<file path="src/rtl/pix_serializer_pkg.sv">
package pix_serializer_pkg;

  localparam int DATA_W   = 8;
  localparam int COLOUR_W = 3;
  localparam int SEL_W    = $clog2(DATA_W);
  localparam int HOLD_W   = 2;

  typedef enum logic [1:0] {
    DEPTH1 = 2'd0,
    DEPTH2 = 2'd1,
    DEPTH4 = 2'd2
  } depth_e;

  typedef struct packed {
    logic             load;
    logic             show;
    logic [SEL_W-1:0] sel;
  } strobe_t;

  function automatic depth_e toDepth(input logic [1:0] code);
    case (code)
      2'd0:    return DEPTH1;
      2'd1:    return DEPTH2;
      default: return DEPTH4;
    endcase
  endfunction

  function automatic logic [SEL_W-1:0] lastSel(input depth_e d);
    case (d)
      DEPTH1:  return SEL_W'(7);
      DEPTH2:  return SEL_W'(3);
      default: return SEL_W'(1);
    endcase
  endfunction

  function automatic logic [HOLD_W-1:0] holdTop(input logic [1:0] code);
    case (code)
      2'd0:    return HOLD_W'(0);
      2'd1:    return HOLD_W'(1);
      default: return HOLD_W'(3);
    endcase
  endfunction

endpackage

</file>
<file path="src/rtl/pix_serializer_ctrl.sv">
module pix_serializer_ctrl
  import pix_serializer_pkg::*;
(
  input  logic       clk,
  input  logic       rstN,
  input  logic       dataReady,
  input  logic       phase0,
  input  logic [1:0] depthSel,
  input  logic [1:0] scaleSel,
  output strobe_t    strobes,
  output logic       busy
);

  logic              busyQ;
  logic [SEL_W-1:0]  selQ;
  logic [SEL_W-1:0]  lastQ;
  logic [HOLD_W-1:0] holdQ;
  logic [HOLD_W-1:0] holdTopQ;
  logic              loadReq;
  logic              atLast;

  assign loadReq = phase0 && dataReady && !busyQ;
  assign atLast  = (selQ == lastQ) && (holdQ == '0);

  always_ff @(posedge clk) begin
    if (!rstN) begin
      busyQ    <= 1'b0;
      selQ     <= '0;
      lastQ    <= '0;
      holdQ    <= '0;
      holdTopQ <= '0;
    end else if (loadReq) begin
      busyQ    <= 1'b1;
      selQ     <= '0;
      lastQ    <= lastSel(toDepth(depthSel));
      holdQ    <= holdTop(scaleSel);
      holdTopQ <= holdTop(scaleSel);
    end else if (busyQ) begin
      if (holdQ == '0) begin
        holdQ <= holdTopQ;
        if (selQ == lastQ) busyQ <= 1'b0;
        else               selQ  <= selQ + SEL_W'(1);
      end else begin
        holdQ <= holdQ - HOLD_W'(1);
      end
    end
  end

  assign strobes.load = loadReq;
  assign strobes.show = busyQ;
  assign strobes.sel  = selQ;
  assign busy         = busyQ;


  load_start_chk: assert property (@(posedge clk) disable iff (!rstN)
    (phase0 && dataReady && !busy) |=> (busy && selQ == '0));


  hold_keep_chk: assert property (@(posedge clk) disable iff (!rstN)
    (busy && holdQ != '0) |=> (busy && $stable(selQ)));


  busy_end_chk: assert property (@(posedge clk) disable iff (!rstN)
    $fell(busy) |-> $past(atLast));


  no_early_stop_chk: assert property (@(posedge clk) disable iff (!rstN)
    (busy && !atLast) |=> busy);

endmodule

</file>
<file path="src/rtl/pix_serializer_dp.sv">
module pix_serializer_dp
  import pix_serializer_pkg::*;
(
  input  logic                clk,
  input  logic                rstN,
  input  logic [DATA_W-1:0]   byteIn,
  input  logic [1:0]          depthSel,
  input  logic                spacingLine,
  input  strobe_t             strobes,
  output logic [COLOUR_W-1:0] rgb
);

  logic [DATA_W-1:0]   byteQ;
  depth_e              depthQ;
  logic [SEL_W-1:0]    pos7, pos5, pos3, pos1;
  logic [COLOUR_W-1:0] colour;

  always_ff @(posedge clk) begin
    if (!rstN) begin
      byteQ  <= '0;
      depthQ <= DEPTH1;
    end else if (strobes.load) begin
      byteQ  <= byteIn;
      depthQ <= toDepth(depthSel);
    end
  end

  assign pos7 = SEL_W'(7) - strobes.sel;
  assign pos5 = SEL_W'(5) - strobes.sel;
  assign pos3 = SEL_W'(3) - strobes.sel;
  assign pos1 = SEL_W'(1) - strobes.sel;

  always_comb begin
    case (depthQ)
      DEPTH1:  colour = {2'b00, byteQ[pos7]};
      DEPTH2:  colour = {1'b0, byteQ[pos7], byteQ[pos3]};
      default: colour = {byteQ[pos5], byteQ[pos3], byteQ[pos1]};
    endcase
  end

  for (genvar ch = 0; ch < COLOUR_W; ch++) begin : g_chan
    assign rgb[ch] = strobes.show && !spacingLine && colour[ch];
  end


  blank_out_chk: assert property (@(posedge clk) disable iff (!rstN)
    (!strobes.show || spacingLine) |-> (rgb == '0));


  mode_hold_chk: assert property (@(posedge clk) disable iff (!rstN)
    !strobes.load |=> ($stable(byteQ) && $stable(depthQ)));

endmodule

</file>
<file path="src/rtl/pix_serializer.sv">
module pix_serializer
  import pix_serializer_pkg::*;
(
  input  logic       clk,
  input  logic       rstN,
  input  logic [7:0] byteIn,
  input  logic       dataReady,
  input  logic       phase0,
  input  logic [1:0] depthSel,
  input  logic [1:0] scaleSel,
  input  logic       spacingLine,
  output logic [2:0] rgb,
  output logic       busy
);

  strobe_t strobes;

  pix_serializer_ctrl u_ctrl (
    .clk       (clk),
    .rstN      (rstN),
    .dataReady (dataReady),
    .phase0    (phase0),
    .depthSel  (depthSel),
    .scaleSel  (scaleSel),
    .strobes   (strobes),
    .busy      (busy)
  );

  pix_serializer_dp u_dp (
    .clk         (clk),
    .rstN        (rstN),
    .byteIn      (byteIn),
    .depthSel    (depthSel),
    .spacingLine (spacingLine),
    .strobes     (strobes),
    .rgb         (rgb)
  );


  reset_idle_chk: assert property (@(posedge clk)
    !rstN |=> (!busy && rgb == 3'd0));

endmodule

</file>
<file path="config.mk">
export PLATFORM = sky130hd
export DESIGN_NAME = pix_serializer
export DESIGN_NICKNAME = d
export VERILOG_FILES = /design/src/rtl/pix_serializer_pkg.sv /design/src/rtl/pix_serializer_ctrl.sv /design/src/rtl/pix_serializer_dp.sv /design/src/rtl/pix_serializer.sv
export SDC_FILE = /design/constraint.sdc
export NUM_CORES = 1
export LEC_CHECK = 0
export ABC_CLOCK_PERIOD_IN_PS = 3200
export BUFFER_PORTS_ARGS = -buffer_cell sky130_fd_sc_hd__buf_2
export CAP_MARGIN = 25
export CORE_MARGIN = 8
export CORE_UTILIZATION = 54
export DETAILED_ROUTE_END_ITERATION = 8
export PLACE_DENSITY_LB_ADDON = 0.05
export SYNTH_ARGS = -nofsm -noshare
export SYNTH_HDL_FRONTEND = slang
export SYNTH_SLANG_ARGS = --single-unit
</file>
<file path="constraint.sdc">
create_clock -name clk -period 3.2 [get_ports clk]
set_input_delay 0 -clock clk [delete_from_list [all_inputs] [get_ports clk]]
set_output_delay 0 -clock clk [all_outputs]
set_load 0.03 [all_outputs]
</file>
# After elaboration in Yosys (flattened, before gate mapping)
# Index checks and enable logic that the tools add are counted.
[totals]
output_inout_bits = 4
word_cells = 61
in_bits = 17
register_bits = 21
[op_classes]
n_bitwise = 2
add_sub_neg = 6
eq_ne = 5
n_reduce_logical = 16
magnitude_cmp = 4
muxes = 21
[ops]
columns = ["op", "count"]
rows = [
  ["$lt 3x4->1 const B", 4],
  ["$bmux 1 s3", 4],
  ["$pmux 3 s2", 2],
  ["$logic_not 2->1", 5],
  ["$mux 2", 5],
  ["$eq 2x1->1 const B", 4],
  ["$mux 1", 8],
  ["$pmux 2 s2", 2],
  ["$logic_and 1x1->1", 6],
  ["$sub 3x3->3 const A", 2],
  ["$add 3x1->3 const B", 1],
  ["$eq 3x3->1", 1],
  ["$reduce_and 3->1", 1],
  ["$sub 1x3->3 const A", 1],
  ["$sub 2x3->3 const A", 1],
  ["$logic_not 1->1", 2],
  ["$not 1->1", 2],
  ["$reduce_bool 2->1", 1],
  ["$reduce_or 2->1", 1],
  ["$sub 2x1->2 const B", 1],
]

# Longest topological paths before layout
# Gate-level depths: netlist of the first run.
[depth]
depth_word = 6
depth_mapped = 5
mapped_depth_nobuf = 4

# Cells and area by module
# A second synthesis of the first run with hierarchy kept.
[unflattened]
hier_cells = 110
area_unflattened_um2 = 1194.9
[by_module_without_submodules]
columns = ["module", "cells_each", "instances", "area_each_um2"]
rows = [
  ["pix_serializer_dp", 52, 1, 659.4],
  ["pix_serializer_ctrl", 58, 1, 535.5],
]

# Worst setup path after synthesis of the first run
# Ideal clock, no wire load.
[synth_path]
path_kind = "register -> output"
from = "reg u_ctrl.selQ[1]"
to = "out rgb[1]"
path_slack_ps = 1396
n_path_buf = 1
path_stages_with_launch = 6
t_arrival_ps = 1804
path_cell_list = "dfxtp_1 -> buf_6 -> mux4_2 -> and3_1 -> a211oi_2 -> a311oi_1"
[synth_via]
elab_chain_cells = 5
elab_cells_between_ends = 8
cone_classes = "add/sub (2); mux (5); reduce/logical (1)"
[synth_lines]
columns = ["item", "line", "text"]
rows = [
  ["start, declared", "pix_serializer_ctrl.sv:15", "logic [SEL_W-1:0] selQ;"],
  ["start signal, assigned", "pix_serializer_ctrl.sv:42", "else selQ <= selQ + SEL_W'(1);"],
  ["$sub 2x3->3 or $sub 3x3->3 (tied branches)", "pix_serializer_dp.sv:30, pix_serializer_dp.sv:28", ""],
  ["$bmux 1 s3, on equally long branches", "pix_serializer_dp.sv:37, pix_serializer_dp.sv:36", ""],
  ["$mux 1, on equally long branches", "pix_serializer_dp.sv:37, pix_serializer_dp.sv:36", ""],
  ["$pmux 3 s2 (*)", "pix_serializer_dp.sv:34", "case (depthQ)"],
  ["$logic_and 1x1->1 (*)", "pix_serializer_dp.sv:42", "assign rgb[ch] = strobes.show && !spacingLine && colour[ch];"],
  ["end, declared", "pix_serializer.sv:12", "output logic [2:0] rgb,"],
]
# Mark *: on every way between the ends. The rest lies on a longest branch, timed or not. The select of a mux whose other input is x is not followed.

# Final worst setup path of the first run
# Same ends and word-level chain as after synthesis.

==> summary.md, run 1 <==
| Metric | Value |
|---|---|
| Outcome | `finished clean` |
| CP Data Required Time | `roughly 3.2 ns` |
| Pint | `between 0.3 and 0.4 mW` |
| Die area | `about 3600 um^2` |
| Switching Share | `25.32%` |
| Core Box Area | `about 1900 um^2` |
| Num CTS Buffers | `3` |
| Synth area leaders | `dfxtp_1 (41%), nand2_1 (9.4%), mux4_1 (7.6%)` |
| Normalized max-slew margin | `44.58%` |
| Clk Latency, worst-skew pair | `just under 0.3 ns` |
| Routed len/inst | `13.29 um` |
| Pwr/cell area | `380.3 nW/um^2` |
| Post-route ant nets | `0` |
| Root Driver | `clkbuf_4` |
| CP startpoint kind | `flip-flop` |
| Combinational share of power | `between 15 and 20%` |
| Pre-CTS setup slack | `between 1 and 1.5 ns` |
| Ys flop type | `dfxtp_1` |
| CTS tree | `built` |
| Pleak | `0.5236 nW` |
| Max-Cap Viols | `0` |
| Synth Net Count | `about 130` |
| Total iterations of the first detailed-routing run | `4` |
| Die height | `about 60 um` |
| Clock Sinks | `21` |
| Drt via density | `5.339` |
| Synthesized area per cell | `around 9 um^2` |
| Vias in the first global route | `899` |
| H-tree lvl count | `1` |
| I/O pin total | `21` |
| # port buffers | `20` |
| Total grt overflow | `0` |
| Crit end category | `primary output` |
| Final #Nets | `around 160` |
| Maximum vdd ir drop | `a little over 0.3 mV` |
| Fraction of registers with async set/reset | `0%` |
| Area Overhead vs Synth | `22.03%` |
| Sequential Power Share | `59.5%` |
| Fillers | `178` |
| Slew Limit Fails | `0` |
| Psw | `between 0.1 and 0.15 mW` |
| Final GP Congestion | `between 0.7 and 0.8` |
| #FFs+latches synth | `21` |
| Post-layout min period | `roughly 2.1 ns` |
| Starting Density | `54.92%` |
| Synth top area share | `40.68%` |
| First-pass GRT wire length | `about 3800 um` |
| Area of the mapped netlist | `~1000 um^2` |
| Fin Clk Skew | `between 0.002 and 0.003 ns` |
| Type of the tightest min-delay check | `in2reg` |
| CTS Buffer Depth | `2` |
| Slew @ Worst Pin | `~0.83 ns` |
| Tcrit/Tclk final | `between 60 and 70%` |
| Detailed Route Iter0 Violations | `21` |
| Endpoints failing hold | `0` |
| Die X | `59.75 um` |
| EDFF count, synth | `0` |
| Hold buffer count at CTS | `10` |
| Dominant cell type by area after synthesis | `dfxtp_1` |
| Ys Warns | `0` |
| Post-CTS setup buffer count | `0` |
| Layout cell share with drive strength beyond 1 | `between 10% and 20%` |
| Total track usage | `between 10 and 15%` |
| Final worst slack | `1.117 ns` |
| Total detailed-routing wirelength | `2272 um` |
| Seq/Total Area, Yosys | `40.68%` |
| Crit Path Class | `reg2out` |
| DRC | `0` |
| Row Count | `16` |
| PostCTS Resize Cnt | `0` |
| Cells after Synth | `roughly 120` |
| Pin count of the biggest net entering global routing | `18` |
| Clock power frac | `25.3%` |
| CP Data Arrival Time | `~2.1 ns` |
| Max Fclk | `~0.48 GHz` |
| Clock transition at path regs | `between 0.1 and 0.15 ns` |
| Final Setup Violations | `0` |
| Hold slack | `roughly 0.017 ns` |
| ANT cells | `0` |
| Unrepaired setup endpoints after global routing | `no` |
| Via count | `913` |
| Setup TNS | `0 ns` |
| DP Wirelength | `approximately 1700 um` |
| CP max FO | `8` |
| Cell variety after synth | `32` |
| Initial antenna violation count | `0` |
cell usage in the layout, fill, tap and decap left out, drive strengths merged, types with 2 or more instances in the layout:
cell type	synthesis	final
nor3b	2	2
nor2	8	8
buf	4	20
a211oi	2	2
mux4	4	4
nor3	3	3
nand3b	2	2
clkbuf	2	4
mux2i	4	4
dfxtp	21	21
xor2	5	5
a31oi	2	2
dlygate4sd3	0	10
a21oi	15	15
o21ai	2	2
xnor2	2	2
nand2	26	26
cell type report:
| class | count | area [um^2] | area share (%) |
|---|---|---|---|
| Sequential cell | 21 | 420.4 | 33.33 |
| Clock buffer | 4 | 26.28 | 2.083 |
| Tap cell | 27 | 33.78 | 2.679 |
| Timing Repair Buffer | 30 | 200.2 | 15.87 |
| Inverter | 2 | 7.507 | 0.5952 |
| Multi-Input combinational cell | 87 | 573.1 | 45.44 |
power groups by stage:
| stage | combinational, mW | sequential (mW) | clock [mW] |
|---|---|---|---|
| 5_1_grt | 0.0804 | 0.288 | 0.138 |
| 3_3_place_gp | 0.0613 | 0.291 | 0 |
| 4_1_cts | 0.0726 | 0.286 | 0.128 |
| 2_1_floorplan | 0.0427 | 0.289 | 0 |
| 3_5_place_dp | 0.0630 | 0.292 | 0 |
| 6_report | 0.0727 | 0.285 | 0.122 |
cells in the mapped netlist (3+ instances only):
library cell  instances
nand2_1              26
dfxtp_1              21
a21oi_1              15
nor2_1                8
xor2_1                5
mux2i_1               4
mux4_1                3
nor3_1                3
metrics by stage:
stage          power, mW  utilization, %  std cells  area (um^2)
2_1_floorplan     0.3318               -        116         1033
3_3_place_gp      0.3522           60.31        157         1135
3_5_place_dp      0.3547           60.31        157         1135
4_1_cts           0.4864           67.02        171         1261
5_1_grt           0.5060           67.02        171         1261
6_report          0.4797           67.02        171         1261
registers in the layout (all words and copies together), names as in the netlist:
register and flops:
u_ctrl.busy 1, u_ctrl.holdTopQ 2, u_ctrl.selQ 3, u_dp.depthQ 2
u_ctrl.lastQ 3, u_dp.byteQ 8, u_ctrl.holdQ 2
worst max-delay path, cell delays in order (launching register included):
cell      delay, ns
dfxtp_1        0.54
mux4_2         0.57
and3_1         0.21
a211oi_2       0.20
a311oi_1       0.07
buf_2          0.20
per-layer routing:
layer / wire length (um) / global-route usage, %
met1: 1012 / 15.71
met2: 1119 / 24.46
met3: 117 / 2.796
met4: 23 / 6.122
met5: 0 / 0
logic make-up after synthesis:
family,count (synthesis),synth area share [%]
buffers and inverters,8,3.873
XOR/XNOR,7,5.932
multiplexers,8,13.68
AND/OR/NAND/NOR,45,19.01
AO/OA/AOI/OAI,26,15.62
flip-flops,21,40.68
adder cells (fa/ha/maj),1,1.210
path summary, 6_finish.rpt:
path | from | endpoint | slack (ns) | cells after the start
hold reg to reg | u_ctrl.holdTopQ[0] | u_ctrl.holdTopQ[0] | 0.46 | 2
setup reg to reg | u_ctrl.busy | u_ctrl.holdQ[0] | 1.62 | 3
setup / recovery | u_ctrl.selQ[1] | rgb[1] | 1.12 | 5
hold / removal | depthSel[1] | u_dp.depthQ[1] | 0.02 | 3
Note: power is estimated with default switching activity, not from simulation.
==> inputs of run 2 (changes only) <==
ABC_CLOCK_PERIOD_IN_PS = 2050   (was 3200)
CORE_UTILIZATION = 52   (was 54)
clock period = 2.05 ns   (was 3.2 ns; I/O delays follow)
==> run 2 against run 1 <==
  * Setup slack worse by 0.96 ns
  * First-iteration DRC count decreased by 67%
  * Core utilization rose by 0.56 points
  * Non-clock buffer count rose by 3
  * Routed wire length fell by 0.31%
  * Sequential share of layout area fell by 0.58 points
  * Critical path type unchanged
  * Critical endpoint unchanged
==> summary.md, run 2 (synthesis gave the netlist of run 1 again) <==
| Metric | Value |
|---|---|
| Endpoints failing hold | `0 (unchanged)` |
| Hold EP | `u_ctrl.holdQ[0]` |
| Clock transition at path regs | `0.12 ns (about the same)` |
| Die X | `60.58 um (+1.4%)` |
| Die height | `60.58 um (+1.4%)` |
| Starting Density | `53.78% (-1.1 points)` |
| Crit end category | `primary output` |
| ANT cells | `0 (unchanged)` |
| Type of the tightest min-delay check | `in2reg` |
| First-pass GRT wire length | `3939 um (+3.1%)` |
| CP startpoint kind | `flip-flop` |
| Core Box Area | `1922 um^2 (+2.1%)` |
| Root Driver | `clkbuf_4` |
| CTS Buffer Depth | `2 (unchanged)` |
| Layout cell share with drive strength beyond 1 | `20.41% (+3.0 points)` |
| Total iterations of the first detailed-routing run | `4 (unchanged)` |
| Drt via density | `5.253 (-1.6%)` |
| Pleak | `0.5366 nW (+2.5%)` |
| CP Data Required Time | `2.05 ns (-1.15 ns)` |
| DRC | `0 (unchanged)` |
| Fin Clk Skew | `0.005565 ns (+0.002569 ns)` |
| Top Registers | `u_dp.byteQ x8, u_ctrl.lastQ x3, u_ctrl.selQ x3` |
| Unrepaired setup endpoints after global routing | `no` |
| Slew @ Worst Pin | `0.4825 ns (-0.3458 ns)` |
| Routed len/inst | `13.02 um (-2.0%)` |
| Row Count | `16 (unchanged)` |
| Reg2Reg Depth | `4 (+1)` |
| Detailed Route Iter0 Violations | `7 (-67%)` |
| Most common cell after layout, fill and taps aside | `nand2_1` |
| Slew Limit Fails | `0 (unchanged)` |
| H-tree lvl count | `1 (unchanged)` |
| Max-Cap Viols | `0 (unchanged)` |
| Tcrit/Tclk final | `between 90 and 100%` |
| Total detailed-routing wirelength | `2265 um (-0.31%)` |
| Final #Nets | `166 (+1.8%)` |
| # port buffers | `20 (unchanged)` |
| Worst r2r src | `u_ctrl.busy` |
| Vias in the first global route | `896 (-0.33%)` |
| Normalized max-slew margin | `67.63% (+23 points)` |
| Flop-to-flop setup slack | `0.55 ns (-1.07 ns)` |
| Pwr/cell area | `589.4 nW/um^2 (+55%)` |
| CTS tree | `built` |
| Maximum vdd ir drop | `0.5643 mV (+86%)` |
| CP max FO | `8 (unchanged)` |
| Crit Path Class | `reg2out` |
| Final GP Congestion | `0.7557 (+2.9%)` |
| Post-CTS setup buffer count | `0 (unchanged)` |
| Max Fclk | `0.5286 GHz` |
| Max incr delay on CP | `0.54 ns (-0.03 ns)` |
| Outcome | `finished clean` |
| Clk Latency, worst-skew pair | `0.31 ns (+0.02 ns)` |
| Post-route ant nets | `0 (unchanged)` |
| Pin count of the biggest net entering global routing | `18 (unchanged)` |
| Final worst slack | `0.1580 ns (-0.9589 ns)` |
| Total track usage | `13.91% (-0.024 points)` |
| Setup TNS | `0 ns (unchanged)` |
| Final Setup Violations | `0 (unchanged)` |
| Max FFs per register | `8 (unchanged)` |
| Commonest non-fill, non-tap cells in the layout | `nand2_1 (26), buf_2 (19), dfxtp_1 (19), a21oi_1 (15), dlygate4sd3_1 (11)` |
| Post-layout min period | `~1.9 ns` |
| Clock Sinks | `21 (unchanged)` |
| DP Wirelength | `1624 um (-2.1%)` |
| Hold Crit Start | `scaleSel[0]` |
| Initial antenna violation count | `0 (unchanged)` |
| Pre-CTS setup slack | `0.2813 ns (-1.171 ns)` |
| RR Endpoint | `u_ctrl.selQ[1]` |
| Via count | `914 (+0.11%)` |
| CP max stage cell | `mux4_2` |
| Largest reg by FF count | `u_dp.byteQ` |
| CP Cell Sequence | `mux4_2 > and3_4 > a211oi_2 > a311oi_1 > buf_4` |
| Area Overhead vs Synth | `25.67%` |
| I/O pin total | `21 (unchanged)` |
| Num CTS Buffers | `3 (unchanged)` |
| Hold Path Stages | `3 (unchanged)` |
| Die area | `3670 um^2 (+2.8%)` |
| Total grt overflow | `0 (unchanged)` |
| CP Data Arrival Time | `1.89 ns (-0.19 ns)` |
==> run 2: how the worst max path moves through the flow <==
| stage | start | endpoint | slack [ns] | cells past startpoint |
|---|---|---|---|---|
| floorplan | u_ctrl.selQ[1] | rgb[1] | 0.25 | 5 |
| global placement | u_ctrl.selQ[1] | rgb[1] | 0.36 | 5 |
| detailed placement | u_ctrl.selQ[1] | rgb[1] | 0.28 | 5 |
| CTS | u_ctrl.selQ[1] | rgb[1] | 0.04 | 5 |
| global route | u_ctrl.selQ[1] | rgb[1] | 0.04 | 5 |
| finish | u_ctrl.selQ[1] | rgb[1] | 0.16 | 5 |
==> run 2: metrics by stage <==
step	std cells	power (mW)	hold slack (ns)	instance area, um^2	util [%]
final	174	0.7655	0.01572	1299	67.58
after global routing	174	0.8112	0.03687	1299	67.58
after detailed placement	159	0.5571	0.2504	1150	59.83
after global placement	159	0.5534	0.2394	1150	59.83
after CTS	174	0.7703	0.01742	1287	66.99
after floorplan	116	0.5179	0.1334	1033	-
==> run 2: repair_timing <==
item                                    CTS  global route
pin swaps                                 0             1
hold buffers                             11             0
endpoints found under the hold margin    13             0
endpoints found under the setup margin    1             2
resized for setup                         1             4
==> run 2: metal layers <==
layer | vias to the layer above | wire, um | track usage [%]
li1 | 473 | - | -
met1 | 425 | 1063 | 16.20
met2 | 14 | 1090 | 23.83
met3 | 2 | 89 | 4.237
met4 | 0 | 21 | 3.987
met5 | - | 0 | 0
==> run 2: final cells by class <==
cell class | instances | area (um^2)
Fill cell | 169 | 623.1
Timing Repair Buffer | 33 | 227.7
Inverter | 2 | 7.507
Clock buffer | 4 | 26.28
Tap cell | 27 | 33.78
Multi-Input combinational cell | 87 | 578.1
Sequential cell | 21 | 425.4
==> run 2: power by group <==
part	switching (mW)	internal, mW	total, mW
sequential	0.0183	0.427	0.445
combinational	0.0578	0.0599	0.118
clock	0.127	0.0760	0.203
total	0.203	0.563	0.765
==> run 2: worst max-delay path: cells and delay by family, from the launching register on <==
family | cells | cell delay, ns
multiplexers | 1 | 0.54
flip-flops | 1 | 0.42
AO/OA/AOI/OAI | 2 | 0.23
AND/OR/NAND/NOR | 1 | 0.20
buffers and inverters | 1 | 0.19
